[src/rtl/mtd_pkg.sv]
package mtd_pkg;
  localparam int NCAUSE    = 5;
  localparam int CZ_OVF_A  = 0;
  localparam int CZ_OVF_B  = 1;
  localparam int CZ_CAT    = 2;
  localparam int CZ_DIVZ   = 3;
  localparam int CZ_SHIFT  = 4;
endpackage

[src/rtl/mtd_acc_check.sv]
module mtd_acc_check #(
  parameter int ACC_W   = 40,
  parameter int OVF_BIT = 31,
  parameter int NUM_ACC = 2,
  localparam int SEL_W  = (NUM_ACC > 1) ? $clog2(NUM_ACC) : 1,
  localparam int UP_W   = ACC_W - OVF_BIT
) (
  input  logic               beat,
  input  logic               arith,
  input  logic [SEL_W-1:0]   sel,
  input  logic [ACC_W-1:0]   result,
  input  logic               sign_x,
  input  logic               sign_y,
  input  logic [NUM_ACC-1:0] ovf_en,
  input  logic               guard_used,
  input  logic               cat_en,
  input  logic               sat_off,
  output logic [NUM_ACC-1:0] ovf_hit,
  output logic               cat_hit
);
  logic [UP_W-1:0] upper;
  logic            upper_mixed;
  logic            arith_beat;

  assign upper       = result[ACC_W-1:OVF_BIT];
  assign upper_mixed = !((&upper) || !(|upper));
  assign arith_beat  = beat && arith;

  for (genvar g = 0; g < NUM_ACC; g++) begin : g_acc
    assign ovf_hit[g] = arith_beat && (sel == SEL_W'(g)) && ovf_en[g]
                        && !guard_used && upper_mixed;
  end

  assign cat_hit = arith_beat && cat_en && sat_off && (sign_x == sign_y)
                   && (result[ACC_W-1] != sign_x);
endmodule

[src/rtl/mtd_unit_check.sv]
module mtd_unit_check #(
  parameter int DIV_W  = 16,
  parameter int SH_W   = 6,
  parameter int SH_MAX = 16
) (
  input  logic             beat,
  input  logic             div_go,
  input  logic [DIV_W-1:0] divisor,
  input  logic             shift_go,
  input  logic [SH_W-1:0]  shamt,
  output logic             divz_hit,
  output logic             shift_hit
);
  logic signed [SH_W-1:0] amt_s;
  int                     amt_i;

  assign amt_s     = shamt;
  assign amt_i     = int'(amt_s);
  assign divz_hit  = beat && div_go && (divisor == '0);
  assign shift_hit = beat && shift_go && ((amt_i > SH_MAX) || (amt_i < -SH_MAX));
endmodule

[src/rtl/mtd_status.sv]
module mtd_status #(
  parameter int N = 5
) (
  input  logic         clk,
  input  logic         rst_n,
  input  logic [N-1:0] hit,
  input  logic [N-1:0] clr,
  output logic [N-1:0] flags,
  output logic         trap
);
  logic [N-1:0] kept;
  logic [N-1:0] fresh;
  logic [N-1:0] flags_q;
  logic         trap_q;

  assign kept  = flags_q & ~clr;
  assign fresh = hit & ~kept;

  always_ff @(posedge clk) begin
    if (!rst_n) begin
      flags_q <= '0;
      trap_q  <= 1'b0;
    end else begin
      flags_q <= kept | hit;
      trap_q  <= |fresh;
    end
  end

  assign flags = flags_q;
  assign trap  = trap_q;

  for (genvar i = 0; i < N; i++) begin : g_chk
    AST_STICKY_HOLD: assert property (@(posedge clk) disable iff (!rst_n)
      (flags_q[i] && !clr[i]) |=> flags_q[i]);
    AST_CLEAR_TAKES: assert property (@(posedge clk) disable iff (!rst_n)
      (flags_q[i] && clr[i] && !hit[i]) |=> !flags_q[i]);
  end

  AST_TRAP_HAS_CAUSE: assert property (@(posedge clk) disable iff (!rst_n)
    trap_q |-> (|flags_q));
  AST_TRAP_REPEAT_QUIET: assert property (@(posedge clk) disable iff (!rst_n)
    ((hit & ~(flags_q & ~clr)) == '0) |=> !trap_q);
endmodule

[src/rtl/math_trap_detector.sv]
module math_trap_detector #(
  parameter int ACC_W   = 40,
  parameter int OVF_BIT = 31,
  parameter int DIV_W   = 16,
  parameter int SH_W    = 6,
  parameter int SH_MAX  = 16
) (
  input  logic             clk,
  input  logic             rst_n,
  input  logic             op_valid,
  output logic             op_ready,
  input  logic             op_acc_sel,
  input  logic             op_arith,
  input  logic [ACC_W-1:0] op_result,
  input  logic             op_sign_x,
  input  logic             op_sign_y,
  input  logic             op_div,
  input  logic [DIV_W-1:0] op_divisor,
  input  logic             op_shift,
  input  logic [SH_W-1:0]  op_shamt,
  input  logic             cfg_ovf_a_en,
  input  logic             cfg_ovf_b_en,
  input  logic             cfg_cat_en,
  input  logic             cfg_guard_used,
  input  logic             cfg_sat_off,
  input  logic [4:0]       sts_clr,
  output logic             trap_req,
  output logic             div_abort,
  output logic [4:0]       sts_flags
);
  import mtd_pkg::*;

  logic [1:0]        ovf_hit;
  logic              cat_hit;
  logic              divz_hit;
  logic              shift_hit;
  logic [NCAUSE-1:0] hit;
  logic              abort_q;

  assign op_ready = 1'b1;

  mtd_acc_check #(.ACC_W(ACC_W), .OVF_BIT(OVF_BIT), .NUM_ACC(2)) u_acc (
    .beat(op_valid), .arith(op_arith), .sel(op_acc_sel), .result(op_result),
    .sign_x(op_sign_x), .sign_y(op_sign_y), .ovf_en({cfg_ovf_b_en, cfg_ovf_a_en}),
    .guard_used(cfg_guard_used), .cat_en(cfg_cat_en), .sat_off(cfg_sat_off),
    .ovf_hit(ovf_hit), .cat_hit(cat_hit)
  );

  mtd_unit_check #(.DIV_W(DIV_W), .SH_W(SH_W), .SH_MAX(SH_MAX)) u_unit (
    .beat(op_valid), .div_go(op_div), .divisor(op_divisor),
    .shift_go(op_shift), .shamt(op_shamt),
    .divz_hit(divz_hit), .shift_hit(shift_hit)
  );

  always_comb begin
    hit           = '0;
    hit[CZ_OVF_A] = ovf_hit[0];
    hit[CZ_OVF_B] = ovf_hit[1];
    hit[CZ_CAT]   = cat_hit;
    hit[CZ_DIVZ]  = divz_hit;
    hit[CZ_SHIFT] = shift_hit;
  end

  mtd_status #(.N(NCAUSE)) u_sts (
    .clk(clk), .rst_n(rst_n), .hit(hit), .clr(sts_clr),
    .flags(sts_flags), .trap(trap_req)
  );

  always_ff @(posedge clk) begin
    if (!rst_n) abort_q <= 1'b0;
    else        abort_q <= divz_hit;
  end
  assign div_abort = abort_q;

  AST_DIVZ_ABORT: assert property (@(posedge clk) disable iff (!rst_n)
    (op_valid && op_div && (op_divisor == '0)) |=> (div_abort && sts_flags[CZ_DIVZ]));
  AST_GUARD_MASK: assert property (@(posedge clk) disable iff (!rst_n)
    (cfg_guard_used && !sts_flags[CZ_OVF_A] && !sts_flags[CZ_OVF_B])
    |=> (!sts_flags[CZ_OVF_A] && !sts_flags[CZ_OVF_B]));
  AST_SAT_MASK: assert property (@(posedge clk) disable iff (!rst_n)
    (!cfg_sat_off && !sts_flags[CZ_CAT]) |=> !sts_flags[CZ_CAT]);
  AST_SHIFT_QUIET: assert property (@(posedge clk) disable iff (!rst_n)
    (!(op_valid && op_shift) && !sts_flags[CZ_SHIFT]) |=> !sts_flags[CZ_SHIFT]);
  AST_IDLE_QUIET: assert property (@(posedge clk) disable iff (!rst_n)
    !op_valid |=> (!trap_req && !div_abort));
endmodule

[config.mk]
export PLATFORM = sky130hd
export DESIGN_NAME = math_trap_detector
export DESIGN_NICKNAME = d
export VERILOG_FILES = /design/src/rtl/mtd_pkg.sv /design/src/rtl/mtd_acc_check.sv /design/src/rtl/mtd_unit_check.sv /design/src/rtl/mtd_status.sv /design/src/rtl/math_trap_detector.sv
export SDC_FILE = /design/constraint.sdc
export NUM_CORES = 1
export LEC_CHECK = 0
export ABC_CLOCK_PERIOD_IN_PS = 2450
export BUFFER_PORTS_ARGS = -buffer_cell sky130_fd_sc_hd__buf_4
export CAP_MARGIN = 20
export CORE_AREA = 3 3 47 49
export DETAILED_ROUTE_END_ITERATION = 8
export DIE_AREA = 0 0 50 52
export PLACE_DENSITY_LB_ADDON = 0.15
export SYNTH_ARGS = -nofsm -noshare
export SYNTH_HDL_FRONTEND = slang
export SYNTH_SLANG_ARGS = --single-unit
[constraint.sdc]
create_clock -name clk -period 2.45 [get_ports clk]
set_input_delay 0.49 -clock clk [delete_from_list [all_inputs] [get_ports clk]]
set_output_delay 0.49 -clock clk [all_outputs]
set_load 0.02 [all_outputs]
# --- Word level (Yosys, flattened, before mapping) ---
# Cells that the tools add are included.
totals:
  ff_bits: 7
  input_bits: 81
  output_inout_bits: 8
  word_cells: 39
classes:
  order_cmp: 2
  n_eq_ne: 2
  bitwise_logic: 6
  n_reduce_logical: 26
op_table:
  columns: ["operator", "count"]
  rows:
  - ["logical AND 1 bit", 17]
  - ["zero test 16 bit", 1]
  - ["AND 5 bit", 2]
  - ["inverter 5 bit", 2]
  - ["AND reduction 9 bit", 1]
  - ["OR reduction 9 bit", 1]
  - ["> comparator 6 bit (second input constant)", 1]
  - ["< comparator 6 x 5 -> 1 bit (second input constant)", 1]
  - ["bitwise OR 5 bit", 1]
  - ["OR reduction 5 bit", 1]
  - ["zero test 1 bit", 3]
  - ["logical OR 1 bit", 2]
  - ["equality test 1 bit", 1]
  - ["inequality test 1 bit", 1]
  - ["inverter 1 bit", 1]

# --- Logic depth before layout (Yosys ltp) ---
# Gate-level depths: netlist (run 1).
depth:
  ltp_word: 7
  ltp_mapped: 4
  depth_no_buf: 4

# --- Cells and area by module ---
# From an unflattened synthesis (run 1), not the netlist that was laid out.
unflattened:
  hier_cells: 54
  area_unflattened_um2: 447.9
modules_own_cells:
  columns: ["module", "instances", "cells_per_inst", "area_each_um2", "seq_area_each_um2"]
  rows:
  - ["mtd_status", 1, 24, 239.0, 120.1]
  - ["mtd_acc_check", 1, 16, 101.3, 0.0]
  - ["mtd_unit_check", 1, 10, 70.1, 0.0]
  - ["math_trap_detector", 1, 4, 37.5, 20.0]

# --- Worst setup path after synthesis (run 1) ---
# No wires, ideal clock.
synth_timing:
  path_kind: "input port to flip-flop"
  startpoint: "in op_divisor[7]"
  endpoint: "reg abort_q, in the netlist div_abort"
  setup_time_ns: 0.059
  arrival_time_ns: 1.438
  required_ns: 2.391
  setup_slack_ns: 0.953
  cell_stages: 4
  n_path_buf: 0
  cell_sequence: "or4_4 -> nor3_2 -> and4_1 -> and2_1"
synth_between:
  elab_chain_cells: 2
synth_rtl:
  columns: ["element", "line_no", "rtl"]
  rows:
  - ["from (decl)", "math_trap_detector.sv:18", "input logic [DIV_W-1:0] op_divisor,"]
  - ["zero test 16 bit", "mtd_unit_check.sv:19", "assign divz_hit = beat && div_go && (divisor == '0);"]
  - ["logical AND 1 bit", "mtd_unit_check.sv:19", null]
  - ["to (signal assigned)", "math_trap_detector.sv:71", "else abort_q <= divz_hit;"]
  - ["to (decl)", "math_trap_detector.sv:38", "logic abort_q;"]
# Every way passes these cells.
# A chain may end at the register's enable or synchronous reset.

# --- Worst setup path after layout (run 1) ---
# Same ends and word-level chain as after synthesis.

==> run summary, run 1 <==
Run status: complete, no violations
Cell count of the worst reg-to-reg path: 4
Worst clock skew: 1.40 ps
Average routed wire per standard cell: 10.4 um
Via Count: 675
Detailed-router iteration count before antenna repair: 4
Wire length of the first global-routing pass: 2.42 mm
Unique masters post-synth: 30
Number of buffers inserted by hold repair at cts: 0
Overall die width: 50 um
Number of synthesized flops with an enable pin: 0
Placed insts: 140
Kind of cell adding the most delay to the critical path: simple AND/OR/NAND/NOR gates
Layout Cells excl Fill: 144
Leakage power summed over all cells: 0.442 nW
Worst path bufs/invs: 1
Cell-by-cell listing of the critical path: buf_4 -> or4_4 -> nor3_2 -> and4_1 -> and2_1
Number of routed nets with antenna violations: 0
Max-slew violation total from the final report: 0
Maximum frequency from static timing analysis: 707 MHz
Cell Area, Synth: 483 sq um
Cts repair resizes: 0
Worst-case vdd ir drop: 119 uV
Final worst path period need: 1410 ps
Ratio of routed vias to standard cells: 4.69
Number of instances in the synthesized netlist: 58
# Max-Cap Violations: 0
Die footprint: 0.00260 sq mm
Hold wc startpoint: rst_n
Most used DFF post-synth: sky130_fd_sc_hd__dfxtp_1
Initial cell density of the core: 25.4%
Worst path slowest cell: sky130_fd_sc_hd__or4_4
Count of final setup violators: 0
Clock tree from TritonCTS: built
H-tree levels: 1
Sequential-to-total area share from yosys stat: 29.0%
Endpoints failing hold: 0
Die height: 52 um
CP peak stage delay: 520 ps
Number of synthesis warnings: 0
Largest net degree at the start of global routing: 6
CP Capture Point: div_abort
Number of antenna violations at the first check in global routing: 0
Total number of cells along the worst setup path: 5
Kind of path behind the tightest hold check: input pin to flip-flop
CP endpoint kind: flip-flop
Core region area: 0.00190 sq mm
Number of buffers added for setup after CTS: 0
Worst-case clock buffer depth: 2
Remaining design rule violation count: 0
Post-Syn Area per Cell: 8.33 sq um
Worst reg2reg startpoint: u_sts.flags[3]
Routability cong.: 0.689
Synthesized net count: 139
Count of buffers from port buffering: 56
Launch point of the critical path: op_divisor[7]
Share of the clock period used by the worst path after layout: 57.7%
Type of origin of the critical path: input pin
Vias in the first global route: 649
Clock latency reported for the late side of the worst-skew pair: 250 ps
# rows: 16
Antenna cell count: 0
Data arrival time of the worst path: 1610 ps
Fin Setup TNS: 0 ps
RSZ-0062 raised after global routing: no
Max Fanout on Critical Path: 2
FFs w/ async S/R, synth: 0%
Global router's overall resource usage: 11.8%
Aggregate global routing overflow: 0
CTS clock-pin slew for the worst setup and hold paths: 50 ps
Critical R2R Capture: u_sts.trap
Ratio of cells with drive above 1 in the final layout: 54.7%
Root cell of the clock tree: sky130_fd_sc_hd__clkbuf_4
Layout filler cell count: 197
Initial detailed-routing violation count: 5
Worst R2R Setup Slack: 1360 ps
Type of the worst setup path: input pin to flip-flop
Power density over the cells: 326 mW/mm^2
I/O pin count: 89
Synth-to-layout area growth: 97.9%
Flop and latch count out of synthesis: 7
TritonCTS Buffers: 3
CP required: 2640 ps
Final Net Count: 199
CTS sink count: 7
Drt total wl: 1.49 mm
## cell usage after synthesis (all sizes together), types with 2 or more instances
| cell type | n | area share [%] |
|---|---|---|
| nand3b | 2 | 3.1 |
| a41oi | 2 | 3.6 |
| nand4b | 2 | 3.6 |
| nand4 | 3 | 3.9 |
| nor3 | 2 | 3.1 |
| nand2 | 3 | 2.3 |
| nor2b | 5 | 6.5 |
| a31oi | 2 | 2.6 |
| nor4 | 3 | 5.2 |
| nor4b | 2 | 6.2 |
| dfxtp | 7 | 29 |
| nor2 | 6 | 4.7 |
| o21a | 2 | 3.1 |
| inv | 3 | 2.3 |
## cell type report
cell class	count	area, sq um	share of cell area, %
well taps	27	33.8	3.53
flip-flops and latches	7	140	14.7
multi-input cells	47	324	33.9
repair buffers	56	420	44.0
clock buffers	4	26.3	2.75
inverters	3	11.3	1.18
## routing by layer
metal  GRT usage, %  vias to the layer above  wire (um)
met2           22.2                       34        835
li1               -                      340          -
met4           5.53                        0         16
met5              0                        -          0
met3           1.15                        3        121
met1           13.3                      298        520
## flip-flops by register name, summed over array words and instances, names as in the netlist
register and flops:
u_sts.flags 5, div_abort 1, u_sts.trap 1
## per-stage QoR
stage / cell area (sq um) / hold slack [ps] / setup WS [ps] / util (%) / total power [W]
after floorplan: 483 / 607 / 953 / - / 0.000141
after global placement: 930 / 608 / 777 / 48.9 / 0.000210
after detailed placement: 930 / 623 / 767 / 48.9 / 0.000212
after CTS: 956 / 486 / 1020 / 50.3 / 0.000314
after global routing: 956 / 492 / 983 / 50.3 / 0.000330
final: 956 / 486 / 1040 / 50.3 / 0.000311
## worst min path at each step
stage | endpoint | slack, ps | depth (start not counted)
6_report | u_sts.flags[4] | 490 | 2
4_1_cts | u_sts.flags[4] | 490 | 2
5_1_grt | u_sts.flags[4] | 490 | 2
3_3_place_gp | u_sts.flags[2] | 610 | 3
3_5_place_dp | u_sts.flags[4] | 620 | 2
2_1_floorplan | u_sts.flags[3] | 610 | 1
## layout by cell type (no fill, tap or decap), types with 3 or more instances in the layout
master	n
sky130_fd_sc_hd__inv_1	3
sky130_fd_sc_hd__dfxtp_1	7
sky130_fd_sc_hd__nand4_1	3
sky130_fd_sc_hd__nand2_1	3
sky130_fd_sc_hd__clkbuf_4	3
sky130_fd_sc_hd__nor2b_1	5
sky130_fd_sc_hd__nor2_1	6
sky130_fd_sc_hd__buf_4	56
## power by group
part           internal [W]   total, W  switching (W)
logic             0.0000618  0.0000919      0.0000301
clock network     0.0000620   0.000102      0.0000404
registers          0.000116   0.000117    0.000000703
## logic make-up (layout without fill, tap and decap cells)
family	after synthesis	in the layout	share of synthesized area, %
other	1	1	0.776
buffers and inverters	4	63	3.89
flip-flops	7	7	29.0
AO/OA/AOI/OAI	11	11	16.3
AND/OR/NAND/NOR	35	35	50.0
(Power assumes the default switching activity.)
==> run 2: changes to the inputs <==
Settings changed: ABC_CLOCK_PERIOD_IN_PS 2450 to 1370, CORE_AREA 3 3 47 49 to 3 3 48 50, DIE_AREA 0 0 50 52 to 0 0 51 53.
Clock period 2.45 ns to 1.37 ns, I/O delays scaled along.
==> run summary, run 2 (synthesized netlist as in run 1, its figures left out) <==
Final Net Count: 200 (+0.50%)
Number of buffers inserted by hold repair at cts: 0 (unchanged)
Most frequent standard cell in the layout excluding fill and tap cells: sky130_fd_sc_hd__buf_4
Hold Worst Slack: 264 ps (-221 ps)
Via Count: 670 (-0.74%)
Run status: complete, no violations
Share of the clock period used by the worst path after layout: 87.6%
Worst-case clock buffer depth: 2 (unchanged)
Overall die width: 51 um (+2.0%)
Ratio of routed vias to standard cells: 4.62 (-1.4%)
PnR Total Power: 0.000562 W (+81%)
CTS sink count: 7 (unchanged)
Type of origin of the critical path: input pin
Data arrival time of the worst path: 1390 ps (-220 ps)
Layout Cells excl Fill: 145 (+0.69%)
Count of buffers from port buffering: 56 (unchanged)
I/O pin count: 89 (unchanged)
# rows: 16 (unchanged)
Kind of path behind the tightest hold check: input pin to flip-flop
CP endpoint kind: flip-flop
Detail Placement HPWL: 1.47 mm
Initial cell density of the core: 24.9% (-0.52 points)
Clock latency reported for the late side of the worst-skew pair: 250 ps (about the same)
Clock tree from TritonCTS: built
Placed insts: 141 (+0.71%)
TritonCTS Buffers: 3 (unchanged)
Aggregate global routing overflow: 0 (unchanged)
Core region area: 0.00194 sq mm (+2.1%)
Number of flip-flops in the largest register: 5 (unchanged)
Endpoints failing hold: 0 (unchanged)
Worst clock skew: 4.67 ps (+3.27 ps)
Post-route worst setup slack: 170 ps (-865 ps)
Maximum frequency from static timing analysis: 834 MHz
Power density over the cells: 584 mW/mm^2 (+79%)
Root cell of the clock tree: sky130_fd_sc_hd__clkbuf_4
Number of buffers added for setup after CTS: 0 (unchanged)
H-tree levels: 1 (unchanged)
Drt total wl: 1.61 mm (+7.7%)
Wire length of the first global-routing pass: 2.59 mm (+7.4%)
Leakage power summed over all cells: 0.447 nW (+1.1%)
Final worst path period need: 1200 ps
Commonest cells after routing, fill and taps aside: sky130_fd_sc_hd__buf_4 (57), sky130_fd_sc_hd__dfxtp_1 (7), sky130_fd_sc_hd__nor2_1 (6), sky130_fd_sc_hd__nor2b_1 (5)
CP required: 1560 ps (-1080 ps)
Vias in the first global route: 630 (-2.9%)
CTS clock-pin slew for the worst setup and hold paths: 50 ps (about the same)
Worst setup slack before clock tree synthesis: -96.4 ps (-864 ps)
Max Fanout on Critical Path: 2 (unchanged)
Largest net degree at the start of global routing: 6 (unchanged)
Routability cong.: 0.687 (-0.33%)
Initial detailed-routing violation count: 10 (+5)
Synth-to-layout area growth: 99.5%
Global router's overall resource usage: 12.7% (+0.88 points)
Ratio of cells with drive above 1 in the final layout: 55.1% (+0.38 points)
Average routed wire per standard cell: 11.1 um (+7.0%)
Max-slew violation total from the final report: 0 (unchanged)
Count of final setup violators: 0 (unchanged)
Remaining design rule violation count: 0 (unchanged)
Number of antenna violations at the first check in global routing: 0 (unchanged)
Type of the worst setup path: input pin to flip-flop
Die footprint: 0.00270 sq mm (+4.0%)
Layout filler cell count: 204 (+3.6%)
Die height: 53 um (+1.9%)
Detailed-router iteration count before antenna repair: 4 (unchanged)
RSZ-0062 raised after global routing: no
Fin Setup TNS: 0 ps (unchanged)
# Max-Cap Violations: 0 (unchanged)
Worst-case vdd ir drop: 222 uV (+87%)
Antenna cell count: 0 (unchanged)
Number of routed nets with antenna violations: 0 (unchanged)
Cts repair resizes: 0 (unchanged)
## run 2: final timing paths
path	slack (ps)	startpoint	end	cells after the start
setup / recovery	170	op_divisor[7]	div_abort	5
hold / removal	260	rst_n	u_sts.flags[4]	2
setup reg to reg	280	u_sts.flags[3]	u_sts.trap	4
hold reg to reg	610	u_sts.flags[2]	u_sts.flags[2]	3
## run 2: final cells by class
class | instances | area [sq um] | area share (%)
Clock buffer | 4 | 26.3 | 2.73
Multi-Input combinational cell | 47 | 324 | 33.6
Tap cell | 27 | 33.8 | 3.51
Timing Repair Buffer | 57 | 428 | 44.4
Inverter | 3 | 11.3 | 1.17
Sequential cell | 7 | 140 | 14.5
## run 2: layer usage
metal | part of all wire [%] | global-route usage (%)
met3 | 8.1 | 2.82
met4 | 0 | 5.38
met2 | 54 | 22.7
met1 | 37 | 14.4
met5 | 0 | 0
## run 2: stage by stage
| step | utilization, % | area (sq um) |
|---|---|---|
| floorplan | - | 483 |
| global placement | 48.3 | 937 |
| detailed placement | 48.3 | 937 |
| CTS | 49.6 | 963 |
| global route | 49.6 | 963 |
| finish | 49.6 | 963 |
## run 2: power breakdown
| part | leakage [nW] | switching [W] | internal [W] |
|---|---|---|---|
| logic | 0.376 | 0.0000554 | 0.000112 |
| registers | 0.0567 | 0.00000128 | 0.000208 |
| clock network | 0.0150 | 0.0000746 | 0.000111 |
| total | 0.447 | 0.000131 | 0.000431 |
## run 2: worst max-delay path, cell delays in order
cell,delay (ps)
sky130_fd_sc_hd__buf_4,110
sky130_fd_sc_hd__or4_4,520
sky130_fd_sc_hd__nor3_2,140
sky130_fd_sc_hd__and4_1,230
sky130_fd_sc_hd__and2_1,120
==> run 3: changes to the inputs <==
--- a/config.mk
+++ b/config.mk
@@ -7,8 +7,8 @@
 export LEC_CHECK = 0
-export ABC_CLOCK_PERIOD_IN_PS = 1370
-export BUFFER_PORTS_ARGS = -buffer_cell sky130_fd_sc_hd__buf_4
+export ABC_CLOCK_PERIOD_IN_PS = 1350
 export CAP_MARGIN = 20
-export CORE_AREA = 3 3 48 50
+export CORE_AREA = 3 3 45 47
 export DETAILED_ROUTE_END_ITERATION = 8
-export DIE_AREA = 0 0 51 53
+export DIE_AREA = 0 0 48 50
+export DONT_BUFFER_PORTS = 1
 export PLACE_DENSITY_LB_ADDON = 0.15
==> constraint.sdc (replaced) <==
create_clock -name clk -period 1.35 [get_ports clk]
set_input_delay 0.135 -clock clk [delete_from_list [all_inputs] [get_ports clk]]
set_output_delay 0.135 -clock clk [all_outputs]
set_load 0.02 [all_outputs]
==> run summary, run 3 (synthesized netlist as in run 1, its figures left out) <==
Number of flip-flops in the largest register: 5 (unchanged)
Type of origin of the critical path: flip-flop
Initial detailed-routing violation count: 2 (-8)
Power density over the cells: 812 mW/mm^2 (+39%)
Worst path slowest cell: sky130_fd_sc_hd__dfxtp_1
Cell-by-cell listing of the critical path: nor2b_1 -> a211oi_1 -> a31oi_1 -> o211ai_1
Wire length of the first global-routing pass: 1.65 mm (-36%)
Most frequent standard cell in the layout excluding fill and tap cells: sky130_fd_sc_hd__dfxtp_1
Share of the clock period used by the worst path after layout: 80.7%
Endpoints failing hold: 0 (unchanged)
CTS clock-pin slew for the worst setup and hold paths: 50 ps (about the same)
CTS sink count: 7 (unchanged)
Commonest cells after routing, fill and taps aside: sky130_fd_sc_hd__dfxtp_1 (7), sky130_fd_sc_hd__nor2_1 (6), sky130_fd_sc_hd__nor2b_1 (5)
Switching power share of the total: 22.4% (-0.98 points)
Share of power burned in combinational logic: 9.0% (-21 points)
Sequential standard cell area: 140 sq um (unchanged)
Worst path bufs/invs: 0 (-1)
Detailed-router iteration count before antenna repair: 4 (unchanged)
Die height: 50 um (-5.7%)
# Max-Cap Violations: 0 (unchanged)
Number of routed nets with antenna violations: 0 (unchanged)
Kind of cell adding the most delay to the critical path: flip-flops
Core region area: 0.00169 sq mm (-13%)
Clock tree from TritonCTS: built
Routability cong.: 0.613 (-11%)
Root cell of the clock tree: sky130_fd_sc_hd__clkbuf_4
Die footprint: 0.00240 sq mm (-11%)
Final Net Count: 146 (-27%)
Ratio of cells with drive above 1 in the final layout: 15.6% (-39 points)
# rows: 15 (-1)
Number of buffers added for setup after CTS: 0 (unchanged)
Net switching component of the power: 0.0000995 W (-24%)
Fin Setup TNS: 0 ps (unchanged)
Overall die width: 48 um (-5.9%)
Synth-to-layout area growth: 13.5%
Hold wc startpoint: rst_n
Worst-case vdd ir drop: 199 uV (-11%)
I/O pin count: 89 (unchanged)
H-tree levels: 1 (unchanged)
Global router's overall resource usage: 9.84% (-2.9 points)
Max Fanout on Critical Path: 2 (unchanged)
Ratio of routed vias to standard cells: 5.91 (+28%)
Worst-case clock buffer depth: 2 (unchanged)
Area of all placed cells without fillers: 548 sq um (-43%)
Launch point of the critical path: u_sts.flags[2]
Data arrival time of the worst path: 1220 ps (-170 ps)
Flop pwr share: 48.8% (+12 points)
Largest net degree at the start of global routing: 6 (unchanged)
Kind of path behind the tightest hold check: input pin to flip-flop
Worst clock skew: 1.61 ps (-3.06 ps)
CP endpoint kind: flip-flop
Post-DP Area: 512 sq um (-45%)
CP peak stage delay: 440 ps (-80 ps)
Average routed wire per standard cell: 14.9 um (+35%)
Hold Worst Slack: 12.0 ps (-252 ps)
Clock latency reported for the late side of the worst-skew pair: 250 ps (about the same)
Vias in the first global route: 441 (-30%)
Worst reg2reg startpoint: u_sts.flags[2]
Remaining design rule violation count: 0 (unchanged)
Clock power frac: 42.2% (+9.2 points)
Internal power consumption: 0.000346 W (-20%)
Maximum frequency from static timing analysis: 918 MHz
CP required: 1480 ps (-80 ps)
Count of final setup violators: 0 (unchanged)
Detail Placement HPWL: 1.07 mm (-28%)
Count of buffers from port buffering: 0 (-100%)
Aggregate global routing overflow: 0 (unchanged)
RSZ-0062 raised after global routing: no
Number of antenna violations at the first check in global routing: 0 (unchanged)
Area occupied by multi-input gates: 324 sq um (unchanged)
TritonCTS Buffers: 3 (unchanged)
Layout filler cell count: 189 (-7.4%)
Drt total wl: 1.21 mm (-25%)
Via Count: 479 (-29%)
Max-slew violation total from the final report: 0 (unchanged)
Type of the worst setup path: flip-flop to flip-flop
Antenna cell count: 0 (unchanged)
Initial cell density of the core: 28.6% (+3.7 points)
Run status: complete, no violations
Leakage power summed over all cells: 0.184 nW (-59%)
Final worst path period need: 1090 ps
[run 3: cell count changes in the layout (fill, tap and decap cells not counted)]
cell,before,now
sky130_fd_sc_hd__dlygate4sd3_1,0,1
sky130_fd_sc_hd__buf_4,57,2
[run 3: worst paths after layout]
| check | to | depth (start not counted) | slack (ps) |
|---|---|---|---|
| max | u_sts.trap | 4 | 260 |
| min | div_abort | 1 | 10 |
| max reg2reg | u_sts.trap | 4 | 260 |
| min reg2reg | u_sts.flags[3] | 2 | 660 |
[run 3: power by group through the flow]
stage | clock network [W] | registers [W] | logic [W]
final | 0.000188 | 0.000217 | 0.0000402
after global routing | 0.000209 | 0.000217 | 0.0000457
after CTS | 0.000197 | 0.000217 | 0.0000410
after detailed placement | 0 | 0.000222 | 0.0000377
after global placement | 0 | 0.000221 | 0.0000376
after floorplan | 0 | 0.000221 | 0.0000342
[run 3: what timing repair did]
item                                   in CTS  in global routing
gates resized for setup                     0                  0
hold buffers                                1                  0
endpoints found under the hold margin       2                  0
[run 3: per-layer routing]
layer | GRT usage, % | share of wire (%) | up-vias
li1 | - | - | 232
met1 | 10.1 | 35 | 213
met2 | 16.5 | 52 | 32
met3 | 1.09 | 12 | 2
met4 | 8.07 | 0.66 | 0
met5 | 0 | 0 | -
[run 3: layout make-up]
cell class	count	area share, %
clock buffer	4	4.79
multi-input combinational	47	59.1
sequential	7	25.6
timing repair buffer	3	4.57
tap	17	3.88
inverter	3	2.05
[run 3: through the flow]
step / total power (W) / util [%] / instances / setup WS (ps)
2_1_floorplan: 0.000256 / - / 58 / 208
3_3_place_gp: 0.000259 / 30.3 / 76 / 143
3_5_place_dp: 0.000259 / 30.3 / 76 / 141
4_1_cts: 0.000456 / 32.4 / 81 / 213
5_1_grt: 0.000472 / 32.4 / 81 / 114
6_report: 0.000445 / 32.4 / 81 / 261
